## src/rtl/fp_round_stage.sv

```systemverilog
module fp_round_stage #(
  parameter int EXP_W = 8,
  parameter int SIG_W = 24
) (
  input  logic                   clk,
  input  logic                   rst_n,
  input  logic                   in_valid,
  output logic                   in_ready,
  input  logic                   in_sign,
  input  logic [EXP_W-1:0]       in_exp,
  input  logic [SIG_W-1:0]       in_sig,
  input  logic                   in_grd,
  input  logic                   in_rnd,
  input  logic                   in_stk,
  input  logic [2:0]             in_rm,
  input  logic                   gm_busy,
  input  logic                   gm_we,
  input  logic [2:0]             gm_wdata,
  output logic                   out_valid,
  output logic [EXP_W+SIG_W-1:0] out_word,
  output logic                   out_inexact,
  output logic                   out_overflow,
  output logic                   out_illegal
);
  localparam int FRAC_W = SIG_W - 1;
  localparam int WORD_W = EXP_W + SIG_W;
  localparam logic [2:0] RM_NE = 3'b000;
  localparam logic [2:0] RM_TZ = 3'b001;
  localparam logic [2:0] RM_DN = 3'b010;
  localparam logic [2:0] RM_UP = 3'b011;
  localparam logic [2:0] RM_GL = 3'b111;
  localparam logic [EXP_W-1:0] EXP_MAX = {EXP_W{1'b1}};
  localparam logic [EXP_W-1:0] EXP_TOP = {{(EXP_W-1){1'b1}}, 1'b0};
  localparam logic [EXP_W-1:0] EXP_ONE = {{(EXP_W-1){1'b0}}, 1'b1};

  // global mode register and hazard interlock
  logic [2:0] gmode;
  always_ff @(posedge clk or negedge rst_n)
    if (!rst_n)     gmode <= RM_NE;
    else if (gm_we) gmode <= gm_wdata;

  wire       use_glb = (in_rm == RM_GL);
  assign     in_ready = !(use_glb && (gm_busy || gm_we));
  wire       take = in_valid && in_ready;
  wire [2:0] eff  = use_glb ? gmode : in_rm;
  wire       lost = in_grd | in_rnd | in_stk;

  // stage 1: choose between truncated and incremented candidates
  logic inc_sel;
  always_comb begin
    case (eff)
      RM_NE:   inc_sel = in_grd & (in_rnd | in_stk | in_sig[0]);
      RM_TZ:   inc_sel = 1'b0;
      RM_DN:   inc_sel = in_sign & lost;
      RM_UP:   inc_sel = ~in_sign & lost;
      default: inc_sel = 1'b0;
    endcase
  end

  logic             v1, s1_sign, s1_inc, s1_inx, s1_ill;
  logic [EXP_W-1:0] s1_exp;
  logic [SIG_W-1:0] s1_sig;
  always_ff @(posedge clk or negedge rst_n) begin
    if (!rst_n) begin
      v1 <= 1'b0; s1_sign <= 1'b0; s1_inc <= 1'b0; s1_inx <= 1'b0; s1_ill <= 1'b0;
      s1_exp <= '0; s1_sig <= '0;
    end else begin
      v1 <= take;
      if (take) begin
        s1_sign <= in_sign;
        s1_exp  <= in_exp;
        s1_sig  <= in_sig;
        s1_inc  <= inc_sel;
        s1_inx  <= lost;
        s1_ill  <= eff[2];
      end
    end
  end

  // stage 2: candidate mux, carry renormalisation, overflow, packing
  wire [SIG_W:0]   cand_up = {1'b0, s1_sig} + {{SIG_W{1'b0}}, 1'b1};
  wire [SIG_W:0]   picked  = s1_inc ? cand_up : {1'b0, s1_sig};
  wire             carry   = picked[SIG_W];
  wire [SIG_W-1:0] rsig    = carry ? picked[SIG_W:1] : picked[SIG_W-1:0];
  wire [EXP_W-1:0] rexp    = (s1_exp == '0 && rsig[SIG_W-1]) ? EXP_ONE
                             : s1_exp + {{(EXP_W-1){1'b0}}, carry};
  wire             ovf     = carry && (s1_exp == EXP_TOP);
  wire [WORD_W-1:0] packed_w = ovf ? {s1_sign, EXP_MAX, {FRAC_W{1'b0}}}
                                   : {s1_sign, rexp, rsig[FRAC_W-1:0]};

  always_ff @(posedge clk or negedge rst_n) begin
    if (!rst_n) begin
      out_valid <= 1'b0; out_word <= '0;
      out_inexact <= 1'b0; out_overflow <= 1'b0; out_illegal <= 1'b0;
    end else begin
      out_valid <= v1;
      if (v1) begin
        out_word     <= packed_w;
        out_inexact  <= s1_inx;
        out_overflow <= ovf;
        out_illegal  <= s1_ill;
      end
    end
  end

  p_latency_r1: assert property (@(posedge clk) disable iff (!rst_n)
    (in_valid && in_ready) |-> ##2 out_valid);

  p_stall_r11: assert property (@(posedge clk) disable iff (!rst_n)
    (in_rm == RM_GL && (gm_busy || gm_we)) |-> !in_ready);

  p_nostall_r11: assert property (@(posedge clk) disable iff (!rst_n)
    (in_rm != RM_GL) |-> in_ready);

  p_inexact_r8: assert property (@(posedge clk) disable iff (!rst_n)
    (in_valid && in_ready) |-> ##2 (out_inexact == $past(in_grd | in_rnd | in_stk, 2)));

  p_trunc_r4: assert property (@(posedge clk) disable iff (!rst_n)
    (in_valid && in_ready && in_rm == RM_TZ) |-> ##2
      (out_word[FRAC_W-1:0] == $past(in_sig[FRAC_W-1:0], 2)));

  p_inf_r7: assert property (@(posedge clk) disable iff (!rst_n)
    (out_valid && out_overflow) |-> (out_word[WORD_W-2:0] == {EXP_MAX, {FRAC_W{1'b0}}}));

  p_illegal_r9: assert property (@(posedge clk) disable iff (!rst_n)
    (in_valid && in_ready && in_rm[2] && in_rm != RM_GL) |-> ##2 (out_illegal && !out_overflow));
endmodule

```

## config.mk

```make
export PLATFORM = sky130hd
export DESIGN_NAME = fp_round_stage
export DESIGN_NICKNAME = d
export VERILOG_FILES = /design/src/rtl/fp_round_stage.sv
export SDC_FILE = /design/constraint.sdc
export NUM_CORES = 1
export LEC_CHECK = 0
export BUFFER_PORTS_ARGS = -buffer_cell sky130_fd_sc_hd__buf_2
export CELL_PAD_IN_SITES_DETAIL_PLACEMENT = 0
export CELL_PAD_IN_SITES_GLOBAL_PLACEMENT = 2
export CORE_AREA = 5 5 115 117
export CTS_BUF_LIST = sky130_fd_sc_hd__clkbuf_4 sky130_fd_sc_hd__clkbuf_8
export DETAILED_ROUTE_END_ITERATION = 8
export DIE_AREA = 0 0 120 122
export PLACE_DENSITY = 0.87
export SLEW_MARGIN = 40
export SYNTH_ARGS = -nofsm -noshare
export SYNTH_HDL_FRONTEND = slang
export SYNTH_SLANG_ARGS = --single-unit
```

## constraint.sdc

```tcl
create_clock -name clk -period 2.25 [get_ports clk]
set_clock_uncertainty 0.05 [all_clocks]
set_input_delay 0.1125 -clock clk [delete_from_list [all_inputs] [get_ports clk]]
set_output_delay 0.1125 -clock clk [all_outputs]
set_load 0.01 [all_outputs]
```

==> flow_summary.json, run 1 <==
{
  "yosysWarningCount": 0,
  "worst_slew_pin_slew_ns": 0.621,
  "max_transition_margin_pct": 58.6,
  "maxClockFrequency_ghz": 0.453,
  "max-clock-path-buffers": 2,
  "drtPass1Iterations": 4,
  "top_level_ports": 84,
  "num_rows": 41,
  "ratio_of_cells_with_drive_above_1_in_the_final_layout_pct": 29.5,
  "slew_viol_final": 0,
  "whs_endpoint": "s1_inx$_DFFE_PN0P_",
  "post_drt_wl_per_cell_um": 15.2,
  "preCtsSetupSlack_ns": -0.0368,
  "placeable_core_region_um2": 12300,
  "grt_max_degree": 47,
  "postSynthRegisterBits": 76,
  "finalCoreUtilization_pct": 41.6,
  "cts_tree": "built",
  "via_per_instance_ratio": 4.82,
  "dpl.cell_count": 633,
  "dieWidth_um": 120,
  "arrival_ns": 2.41,
  "die_area_um2": 14600,
  "hold_path.class": "in -> reg",
  "insertedDiodeCount": 0,
  "grt_pass1_wl_um": 17500,
  "area_delta_synth_final_pct": 39.1,
  "critical_path_class": "reg -> reg",
  "cp_endpoint_kind": "flip-flop",
  "synth.yosys.seq_area_share_pct": 51.9,
  "antenna_left": 0,
  "hold_path_depth": 3,
  "mappedNetlistArea_um2": 3670,
  "floorplan.initialDensity_pct": 29.9,
  "setup_slack_ns": 0.0408,
  "cts_sinks": 76,
  "maxcap_violations": 0,
  "cp-start-kind": "flip-flop",
  "netlist_instances": 382,
  "fin_total_pwr_mw": 3.40,
  "critical_path.max_fanout": 3,
  "pwr_density_cell_nw_per_um2": 667,
  "fp.dieH_um": 122,
  "reg2reg_depth": 11,
  "sequence_of_cells_on_the_critical_path": "ha_2 -> and4_4 -> nand4_4 -> or3_4 -> inv_4 -> ha_4 -> nand4_1 -> nor2_2 -> nand2_1 -> xnor2_1 -> o22a_1",
  "final_cell_count_no_fill": 689,
  "detail_route.wirelength_um": 10500,
  "number_of_enable_flip_flop_cells_after_synthesis": 0,
  "setup.reg_to_reg.worst_slack_ns": 0.04,
  "grt.overflow.total": 0,
  "routed_vias": 3321,
  "clkTransAtPathRegs_ns": 0.08,
  "drc": 0,
  "synthDistinctLibCells": 50,
  "drt_iter0_drc": 189,
  "slowest_delay_ns": 0.37,
  "port_buffers": 83,
  "finish.net_count": 584,
  "synth_area_per_cell_um2": 9.60,
  "h-tree-depth": 3,
  "crit_path_start": "s1_sig[0]$_DFFE_PN0P_",
  "hold_start": "in_stk",
  "cts_made_buffers": 9,
  "final_critical_path_share_of_the_clock_period_pct": 98.2,
  "status": "finished, final reports clean",
  "place.detailed.hpwl_um": 7830,
  "grt.total_usage_pct": 15.3,
  "cts.root.buffer_cell": "sky130_fd_sc_hd__clkbuf_8",
  "setup_viol": 0,
  "tns_ns": 0,
  "cp_max_delay_cell": "sky130_fd_sc_hd__dfrtp_1",
  "rsz0062_at_grt": "true",
  "r2r-end": "out_word[29]$_DFFE_PN0P_",
  "place_congestion": 0.817,
  "grt_pass1_vias": 3440,
  "ir_drop_uv": 298,
  "synth-async-reset-ratio_pct": 100,
  "finalHoldViolations": 0,
  "fin_crit_ns": 2.21,
  "clk-insertion-delay-late_ns": 0.35,
  "critPathRequiredTime_ns": 2.45,
  "synthesis.nets": 432,
  "antenna_found_initial": 0,
  "power.static_leakage_nw": 2.41,
  "critical_path.reg2reg.startpoint": "s1_sig[0]$_DFFE_PN0P_",
  "ys_dominant_reg_cell": "sky130_fd_sc_hd__dfrtp_1"
}
==> state kept, by name, indices dropped and copies added (netlist names) <==
name,flops
out_illegal,1
out_word,32
s1_exp,8
s1_inx,1
s1_ill,1
out_overflow,1
s1_sign,1
out_inexact,1
s1_inc,1
gmode,3
out_valid,1
v1,1
s1_sig,24
==> worst max-delay path by stage <==
stage | endpoint | depth (start not counted)
5_1_grt | out_word[29]$_DFFE_PN0P_ | 11
3_5_place_dp | out_word[29]$_DFFE_PN0P_ | 11
3_3_place_gp | out_word[29]$_DFFE_PN0P_ | 11
4_1_cts | out_word[29]$_DFFE_PN0P_ | 11
2_1_floorplan | out_word[29]$_DFFE_PN0P_ | 12
6_report | out_word[29]$_DFFE_PN0P_ | 11
==> worst max-delay path, delay by kind of cell (launching register included) <==
kind | cells | cell delay, ns
AOI/OAI and AO/OA | 1 | 0.16
buffers and inverters | 1 | 0.08
DFF | 1 | 0.37
and+or+nand+nor | 6 | 1.03
xor gates and xnor gates | 1 | 0.13
adders and majority gates | 2 | 0.30
==> cells by family after synthesis <==
kind of cell               count (synthesis)  synth area share, %
xor gates and xnor gates                  25                 5.97
and+or+nand+nor                          178                 23.1
AOI/OAI and AO/OA                         63                 12.1
muxes                                     10                 3.04
adders and majority gates                  3                 1.02
DFF                                       76                 51.9
buffers and inverters                     27                 2.90
==> power by group <==
group	leakage [nW]	total [mW]	internal (mW)	switching [mW]
Combinational	1.40	0.716	0.348	0.368
Sequential	0.914	1.66	1.54	0.126
Clock	0.0999	1.02	0.532	0.492
==> cells in the final DEF (no fill, tap or decap), types with 3 or more instances in the layout <==
master                            n
sky130_fd_sc_hd__a31oi_1         12
sky130_fd_sc_hd__nor4_1           5
sky130_fd_sc_hd__buf_2           82
sky130_fd_sc_hd__nand4_1         10
sky130_fd_sc_hd__nor3_1           3
sky130_fd_sc_hd__and3_1           4
sky130_fd_sc_hd__o21ai_0         18
sky130_fd_sc_hd__and4_1           8
sky130_fd_sc_hd__clkbuf_8         9
sky130_fd_sc_hd__dlygate4sd3_1   38
sky130_fd_sc_hd__mux2_2           9
sky130_fd_sc_hd__o22a_1           6
sky130_fd_sc_hd__buf_4           37
sky130_fd_sc_hd__inv_1            8
sky130_fd_sc_hd__dfrtp_1         76
sky130_fd_sc_hd__clkinv_2         3
sky130_fd_sc_hd__xnor2_1         14
sky130_fd_sc_hd__nor2_1          12
sky130_fd_sc_hd__nand3_1          8
sky130_fd_sc_hd__and2_1           5
sky130_fd_sc_hd__nand2_1        110
sky130_fd_sc_hd__o2bb2ai_1        6
sky130_fd_sc_hd__xor2_1          11
==> per-stage QoR <==
stage | hold WS [ns] | instance area [µm²]
finish | 0.0374 | 5100
global route | 0.0298 | 5100
CTS | 0.00651 | 5080
detailed placement | 0.131 | 4510
global placement | 0.120 | 4510
floorplan | -0.233 | 3700
==> synthesized netlist by cell type (all sizes together), types with 2 or more instances <==
| library cell | number | area, µm² |
|---|---|---|
| nand4 | 11 | 75.1 |
| ha | 3 | 37.5 |
| a31oi | 12 | 75.1 |
| xnor2 | 14 | 123 |
| o22a | 6 | 52.6 |
| clkbuf | 11 | 41.3 |
| xor2 | 11 | 96.3 |
| nand3 | 8 | 40.0 |
| nand2b | 2 | 12.5 |
| nand2 | 111 | 419 |
| o2111ai | 2 | 17.5 |
| nor2 | 14 | 52.6 |
| and2 | 5 | 31.3 |
| nor3 | 3 | 15.0 |
| dfrtp | 76 | 1900 |
| o21a | 2 | 15.0 |
| buf | 6 | 27.5 |
| nor4 | 6 | 52.6 |
| mux2 | 9 | 101 |
| a21oi | 2 | 10.0 |
| inv | 10 | 37.5 |
| o21ai | 19 | 98.9 |
| o2bb2ai | 6 | 52.6 |
| o211ai | 2 | 20.0 |
| and4 | 9 | 78.8 |
| a22o | 2 | 17.5 |
| and3 | 4 | 25.0 |
==> final cells by class <==
type,count,area (µm²)
clock inverters,5,52.6
inverters,10,40.0
well taps,150,188
clock buffers,11,139
multi-input cells,279,1690
flip-flops and latches,76,1900
repair buffers,158,1090
fillers,1227,7160
==> per-layer routing <==
metal	global-route usage (%)	up-vias	wire, µm
met3	2.60	8	437
met2	26.3	70	5290
met1	19.1	1601	4620
met4	6.01	0	125
li1	-	1642	-
met5	0	-	0
==> what timing repair did <==
action | in CTS | in global routing
cloned | 0 | 0
pin swaps | 0 | 3
setup endpoints to repair | 2 | 9
gates resized for setup | 1 | 2
setup buffers | 0 | 2
hold buffers | 38 | 0
hold endpoints to repair | 81 | 0
Note: power is estimated with default switching activity, not from simulation.
==> run 2: changes to the inputs <==
--- a/config.mk
+++ b/config.mk
@@ -13,6 +13,7 @@
 export DETAILED_ROUTE_END_ITERATION = 8
 export DIE_AREA = 0 0 120 122
 export PLACE_DENSITY = 0.87
+export RECOVER_POWER = 25
 export SLEW_MARGIN = 40
 export SYNTH_ARGS = -nofsm -noshare
 export SYNTH_HDL_FRONTEND = slang
==> flow_summary.json, run 2 (synthesis results as in run 1) <==
{
  "final_critical_path_share_of_the_clock_period_pct": 98.2,
  "setup.reg_to_reg.worst_slack_ns": 0.04,
  "drc": 0,
  "arrival_ns": 2.41,
  "post_drt_wl_per_cell_um": 15.2,
  "wl_met3_um": 437,
  "seq_power_share_pct": 48.9,
  "die_area_um2": 14600,
  "grt_max_degree": 47,
  "grt.total_usage_pct": 15.3,
  "switching_power_mw": 0.986,
  "grt_pass1_vias": 3440,
  "r2r-end": "out_word[29]$_DFFE_PN0P_",
  "worst_slew_pin_slew_ns": 1.21,
  "maxClockFrequency_ghz": 0.453,
  "reg2reg_depth": 11,
  "hold_path.class": "in -> reg",
  "fp.dieH_um": 122,
  "comb_pwr_share_pct": 21.0,
  "cp-start-kind": "flip-flop",
  "setup_viol": 0,
  "crit_path_start": "s1_sig[0]$_DFFE_PN0P_",
  "clock_power_share_pct": 30.1,
  "via_per_instance_ratio": 4.81,
  "power.static_leakage_nw": 2.41,
  "finish.net_count": 584,
  "finalHoldViolations": 0,
  "cp_endpoint_kind": "flip-flop",
  "most_flop_heavy_register": "out_word",
  "critical_path.max_fanout": 3,
  "cts_made_buffers": 9,
  "fin_crit_ns": 2.21,
  "cts.root.buffer_cell": "sky130_fd_sc_hd__clkbuf_8",
  "clk-insertion-delay-late_ns": 0.35,
  "endpoint": "out_word[29]$_DFFE_PN0P_",
  "maxcap_violations": 0,
  "flip_flop_count_of_the_largest_register_after_layout": 32,
  "ir_drop_uv": 298,
  "power_switching_share_pct": 29.0,
  "top_level_ports": 84,
  "rsz0062_at_grt": "true",
  "highest_routed_metal_layer": "met4",
  "dr_wl_met2_um": 5290,
  "ratio_of_cells_with_drive_above_1_in_the_final_layout_pct": 28.9,
  "critical_path.reg2reg.startpoint": "s1_sig[0]$_DFFE_PN0P_",
  "num_rows": 41,
  "preCtsSetupSlack_ns": -0.0368,
  "insertedDiodeCount": 0,
  "place.detailed.hpwl_um": 7830,
  "finalCoreUtilization_pct": 41.6,
  "drtPass1Iterations": 4,
  "slew_viol_final": 0,
  "max-clock-path-buffers": 2,
  "antenna_found_initial": 0,
  "drt-met1-wl_um": 4620,
  "critical_path_class": "reg -> reg",
  "area_delta_synth_final_pct": 38.9,
  "port_buffers": 83,
  "setup_slack_ns": 0.0408,
  "cellInternalPower_mw": 2.42,
  "grt_pass1_wl_um": 17500,
  "grt.overflow.total": 0,
  "clkTransAtPathRegs_ns": 0.08,
  "place_congestion": 0.817,
  "most_common_cell_after_layout_fill_and_taps_aside": "sky130_fd_sc_hd__nand2_1",
  "floorplan.initialDensity_pct": 29.9,
  "detail_route.wirelength_um": 10500,
  "routed_vias": 3312,
  "cts_sinks": 76,
  "cts_tree": "built",
  "dieWidth_um": 120,
  "placeable_core_region_um2": 12300,
  "registers_with_the_most_flip_flops": "out_word (32), s1_sig (24), s1_exp (8)",
  "status": "finished, final reports clean",
  "fin_total_pwr_mw": 3.40,
  "drt_iter0_drc": 189,
  "antenna_left": 0,
  "h-tree-depth": 3,
  "max_transition_margin_pct": 19.0,
  "critPathRequiredTime_ns": 2.45,
  "pwr_density_cell_nw_per_um2": 668,
  "most-common-layout-cells": "sky130_fd_sc_hd__nand2_1, sky130_fd_sc_hd__buf_2, sky130_fd_sc_hd__dfrtp_1"
}
==> run 2: changes by cell type in the layout (fill, tap and decap cells not counted) <==
cell,before,now
sky130_fd_sc_hd__buf_2,82,80
sky130_fd_sc_hd__buf_4,37,36
sky130_fd_sc_hd__clkbuf_1,0,2
sky130_fd_sc_hd__clkbuf_2,0,1
sky130_fd_sc_hd__inv_1,8,9
sky130_fd_sc_hd__inv_2,1,0
==> run 2: worst min path at each step <==
stage            from                       end  slack, ns  depth (start not counted)
2_1_floorplan   rst_n      gmode[0]$_DFFE_PN0P_      -0.23                          0
3_3_place_gp    rst_n  out_overflow$_DFFE_PN0P_       0.12                          1
3_5_place_dp    rst_n  out_word[27]$_DFFE_PN0P_       0.13                          1
4_1_cts         gm_we      gmode[2]$_DFFE_PN0P_      0.007                          2
5_1_grt        in_stk        s1_inx$_DFFE_PN0P_       0.03                          3
6_report       in_stk        s1_inx$_DFFE_PN0P_       0.03                          3
==> run 2: cell type report <==
class | count | area (µm²)
Fill cell | 1228 | 7170
Sequential cell | 76 | 1900
Inverter | 10 | 40.0
Clock inverter | 5 | 52.6
Clock buffer | 11 | 139
Tap cell | 150 | 188
Timing Repair Buffer | 158 | 1080
Multi-Input combinational cell | 279 | 1690
==> run 2: repair_timing <==
item	in CTS	in global routing
gates resized for setup	1	2
hold buffers	38	0
buffers inserted	0	2
pin swaps	0	3
hold endpoints to repair	81	0
endpoints found under the setup margin	2	9
cloned	0	0
==> run 2: layer usage <==
layer | GRT usage [%] | up-vias
li1 | - | 1642
met1 | 19.1 | 1594
met2 | 26.3 | 68
met3 | 2.60 | 8
met4 | 6.01 | 0
met5 | 0 | -
==> run 2: power by group through the flow <==
stage / Sequential, mW / Combinational (mW) / Clock [mW]
floorplan: 1.72 / 0.283 / 0
global placement: 1.68 / 0.667 / 0
detailed placement: 1.69 / 0.674 / 0
CTS: 1.66 / 0.730 / 1.06
global route: 1.68 / 0.802 / 1.12
finish: 1.66 / 0.715 / 1.02
==> run 2: through the flow <==
step / instance area, µm² / hold WS (ns) / std cells / TNS (ns)
3_5_place_dp: 4510 / 0.131 / 633 / -0.0368
5_1_grt: 5090 / 0.0298 / 689 / -0.295
6_report: 5090 / 0.0324 / 689 / 0
3_3_place_gp: 4510 / 0.120 / 633 / 0
4_1_cts: 5080 / 0.00651 / 687 / 0
2_1_floorplan: 3700 / -0.233 / 382 / -0.0646
==> run 2: critical path, cell delays in order (launching register included) <==
cell,delay [ns]
sky130_fd_sc_hd__dfrtp_1,0.37
sky130_fd_sc_hd__ha_2,0.18
sky130_fd_sc_hd__and4_4,0.25
sky130_fd_sc_hd__nand4_4,0.09
sky130_fd_sc_hd__or3_4,0.37
sky130_fd_sc_hd__inv_4,0.08
sky130_fd_sc_hd__ha_4,0.12
sky130_fd_sc_hd__nand4_1,0.12
sky130_fd_sc_hd__nor2_2,0.13
sky130_fd_sc_hd__nand2_1,0.07
sky130_fd_sc_hd__xnor2_1,0.13
sky130_fd_sc_hd__o22a_1,0.16
==> run 3: changes to the inputs <==
--- a/config.mk
+++ b/config.mk
@@ -8,11 +8,11 @@
 export BUFFER_PORTS_ARGS = -buffer_cell sky130_fd_sc_hd__buf_2
 export CELL_PAD_IN_SITES_DETAIL_PLACEMENT = 0
 export CELL_PAD_IN_SITES_GLOBAL_PLACEMENT = 2
-export CORE_AREA = 5 5 115 117
+export CORE_AREA = 5 5 110 112
 export CTS_BUF_LIST = sky130_fd_sc_hd__clkbuf_4 sky130_fd_sc_hd__clkbuf_8
 export DETAILED_ROUTE_END_ITERATION = 8
-export DIE_AREA = 0 0 120 122
-export PLACE_DENSITY = 0.87
+export DIE_AREA = 0 0 115 117
+export PLACE_DENSITY = 0.9
 export RECOVER_POWER = 25
 export SLEW_MARGIN = 40
 export SYNTH_ARGS = -nofsm -noshare
==> constraint.sdc (replaced) <==
create_clock -name clk -period 2.2 [get_ports clk]
set_clock_uncertainty 0.05 [all_clocks]
set_input_delay 0.11 -clock clk [delete_from_list [all_inputs] [get_ports clk]]
set_output_delay 0.11 -clock clk [all_outputs]
set_load 0.01 [all_outputs]
==> flow_summary.json, run 3 (synthesis results as in run 1) <==
{
  "status": "complete, but fails checks",
  "failed_checks": "negative setup slack",
  "r2r-end": "out_word[29]$_DFFE_PN0P_",
  "setup_slack_ns": -0.0400,
  "clkTransAtPathRegs_ns": 0.08,
  "fin_crit_ns": 2.24,
  "ratio_of_cells_with_drive_above_1_in_the_final_layout_pct": 29.6,
  "fp.dieH_um": 117,
  "cts_sinks": 76,
  "preCtsSetupSlack_ns": -0.107,
  "pwr_density_cell_nw_per_um2": 697,
  "slew_viol_final": 0,
  "drtPass1Iterations": 4,
  "grt_pass1_wl_um": 16700,
  "cts_made_buffers": 9,
  "critical_path.max_fanout": 3,
  "dpl.cell_count": 630,
  "most_common_cell_after_layout_fill_and_taps_aside": "sky130_fd_sc_hd__nand2_1",
  "flip_flop_count_of_the_largest_register_after_layout": 32,
  "setup.reg_to_reg.worst_slack_ns": -0.04,
  "finish.net_count": 592,
  "registers_with_the_most_flip_flops": "out_word (32), s1_sig (24), s1_exp (8)",
  "cp-start-kind": "flip-flop",
  "power_switching_share_pct": 28.5,
  "antenna_found_initial": 0,
  "cellInternalPower_mw": 2.58,
  "antenna_left": 0,
  "maxcap_violations": 0,
  "endpoint": "out_word[29]$_DFFE_PN0P_",
  "drc": 0,
  "fin_total_pwr_mw": 3.61,
  "most_flop_heavy_register": "out_word",
  "port_buffers": 83,
  "die_area_um2": 13500,
  "seq_power_share_pct": 46.8,
  "crit_path_start": "s1_sig[0]$_DFFE_PN0P_",
  "most-common-layout-cells": "sky130_fd_sc_hd__nand2_1, sky130_fd_sc_hd__buf_2, sky130_fd_sc_hd__dfrtp_1",
  "drt_iter0_drc": 154,
  "critPathRequiredTime_ns": 2.40,
  "switching_power_mw": 1.03,
  "final_cell_count_no_fill": 690,
  "routed_vias": 3305,
  "critical_path_class": "reg -> reg",
  "maxClockFrequency_ghz": 0.446,
  "grt.total_usage_pct": 15.9,
  "placeable_core_region_um2": 11100,
  "fillerInstances": 1109,
  "ir_drop_uv": 295,
  "finalHoldViolations": 0,
  "clock_power_share_pct": 32.1,
  "final_critical_path_share_of_the_clock_period_pct": 102,
  "power.static_leakage_nw": 2.46,
  "regArea_um2": 1900,
  "worst_slew_pin_slew_ns": 0.886,
  "reg2reg_depth": 11,
  "hold_path.class": "in -> reg",
  "floorplan.initialDensity_pct": 33.0,
  "grt.overflow.total": 0,
  "area_delta_synth_final_pct": 41.2,
  "top_level_ports": 84,
  "setup_viol": 2,
  "grt_pass1_vias": 3399,
  "comb_pwr_share_pct": 21.2,
  "cts_tree": "built",
  "max-clock-path-buffers": 2,
  "dieWidth_um": 115,
  "post_drt_wl_per_cell_um": 14.6,
  "area_used_by_multi_input_combinational_logic_um2": 1700,
  "grt_max_degree": 42,
  "via_per_instance_ratio": 4.79,
  "insertedDiodeCount": 0,
  "design_area_um2": 5180,
  "arrival_ns": 2.44,
  "post_dp_cell_area_um2": 4530,
  "h-tree-depth": 3,
  "place.detailed.hpwl_um": 7590,
  "cts.root.buffer_cell": "sky130_fd_sc_hd__clkbuf_8",
  "num_rows": 39,
  "detail_route.wirelength_um": 10100,
  "cp_endpoint_kind": "flip-flop",
  "max_transition_margin_pct": 40.9,
  "worst_slack_on_hold_paths_ns": 0.0948,
  "clk-insertion-delay-late_ns": 0.36,
  "place_congestion": 0.832,
  "critical_path.reg2reg.startpoint": "s1_sig[0]$_DFFE_PN0P_",
  "rsz0062_at_grt": "true"
}
## run 3: cell types whose count changed in the layout (fill, tap and decap cells not counted), sizes merged
| cell | previous run | this run |
|---|---|---|
| dlygate4sd3 | 38 | 43 |
| clkbuf | 14 | 11 |
| clkinv | 3 | 4 |
| bufinv | 1 | 2 |
| buf | 117 | 121 |
## run 3: worst max-delay path, cell delays in order, from the launching register on
cell	delay, ns
sky130_fd_sc_hd__dfrtp_1	0.37
sky130_fd_sc_hd__ha_2	0.18
sky130_fd_sc_hd__and4_4	0.25
sky130_fd_sc_hd__nand4_4	0.09
sky130_fd_sc_hd__or3_4	0.36
sky130_fd_sc_hd__inv_4	0.08
sky130_fd_sc_hd__ha_4	0.12
sky130_fd_sc_hd__nand4_1	0.13
sky130_fd_sc_hd__nor2_2	0.15
sky130_fd_sc_hd__nand2_1	0.08
sky130_fd_sc_hd__xnor2_1	0.13
sky130_fd_sc_hd__o22a_1	0.15
## run 3: worst min-delay path by stage
stage               startpoint  slack [ns]                        to  cells past startpoint
finish                in_valid        0.09        s1_inc$_DFFE_PN0P_                      4
global route          in_valid        0.11        s1_inc$_DFFE_PN0P_                      4
CTS                   in_valid        0.09        s1_inc$_DFFE_PN0P_                      4
detailed placement       rst_n        0.06  out_word[28]$_DFFE_PN0P_                      1
global placement         rst_n        0.05  out_word[25]$_DFFE_PN0P_                      1
floorplan                rst_n       -0.24      gmode[0]$_DFFE_PN0P_                      0
## run 3: through the flow
stage	setup TNS [ns]	util, %
2_1_floorplan	-0.115	-
3_3_place_gp	-0.0145	40.7
3_5_place_dp	-0.184	40.7
4_1_cts	-0.0670	46.6
5_1_grt	-0.438	46.5
6_report	-0.0517	46.5
## run 3: timing repair
item	4_1_cts	5_1_grt
setup buffers	1	0
endpoints found under the hold margin	73	0
resized for setup	2	1
endpoints found under the setup margin	4	4
pin swaps	1	0
hold buffers	43	0
## run 3: layout make-up
class / count / area share, %
clock buffer: 9 / 2.39
clock inverter: 7 / 1.76
inverter: 10 / 0.773
multi-input combinational: 279 / 32.7
sequential: 76 / 36.7
tap: 143 / 3.46
timing repair buffer: 166 / 22.1
## run 3: power by group through the flow
stage,Clock [mW],Sequential [mW],Combinational [mW]
after floorplan,0,1.76,0.290
after global placement,0,1.71,0.698
after detailed placement,0,1.71,0.711
after CTS,1.18,1.69,0.779
after global routing,1.24,1.71,0.857
final,1.16,1.69,0.764
## run 3: routing by layer
metal	GRT usage (%)	vias up	wire, µm
li1	-	1658	-
met1	21.9	1563	4710
met2	24.4	72	4690
met3	3.50	12	479
met4	6.18	0	191
met5	0	-	0
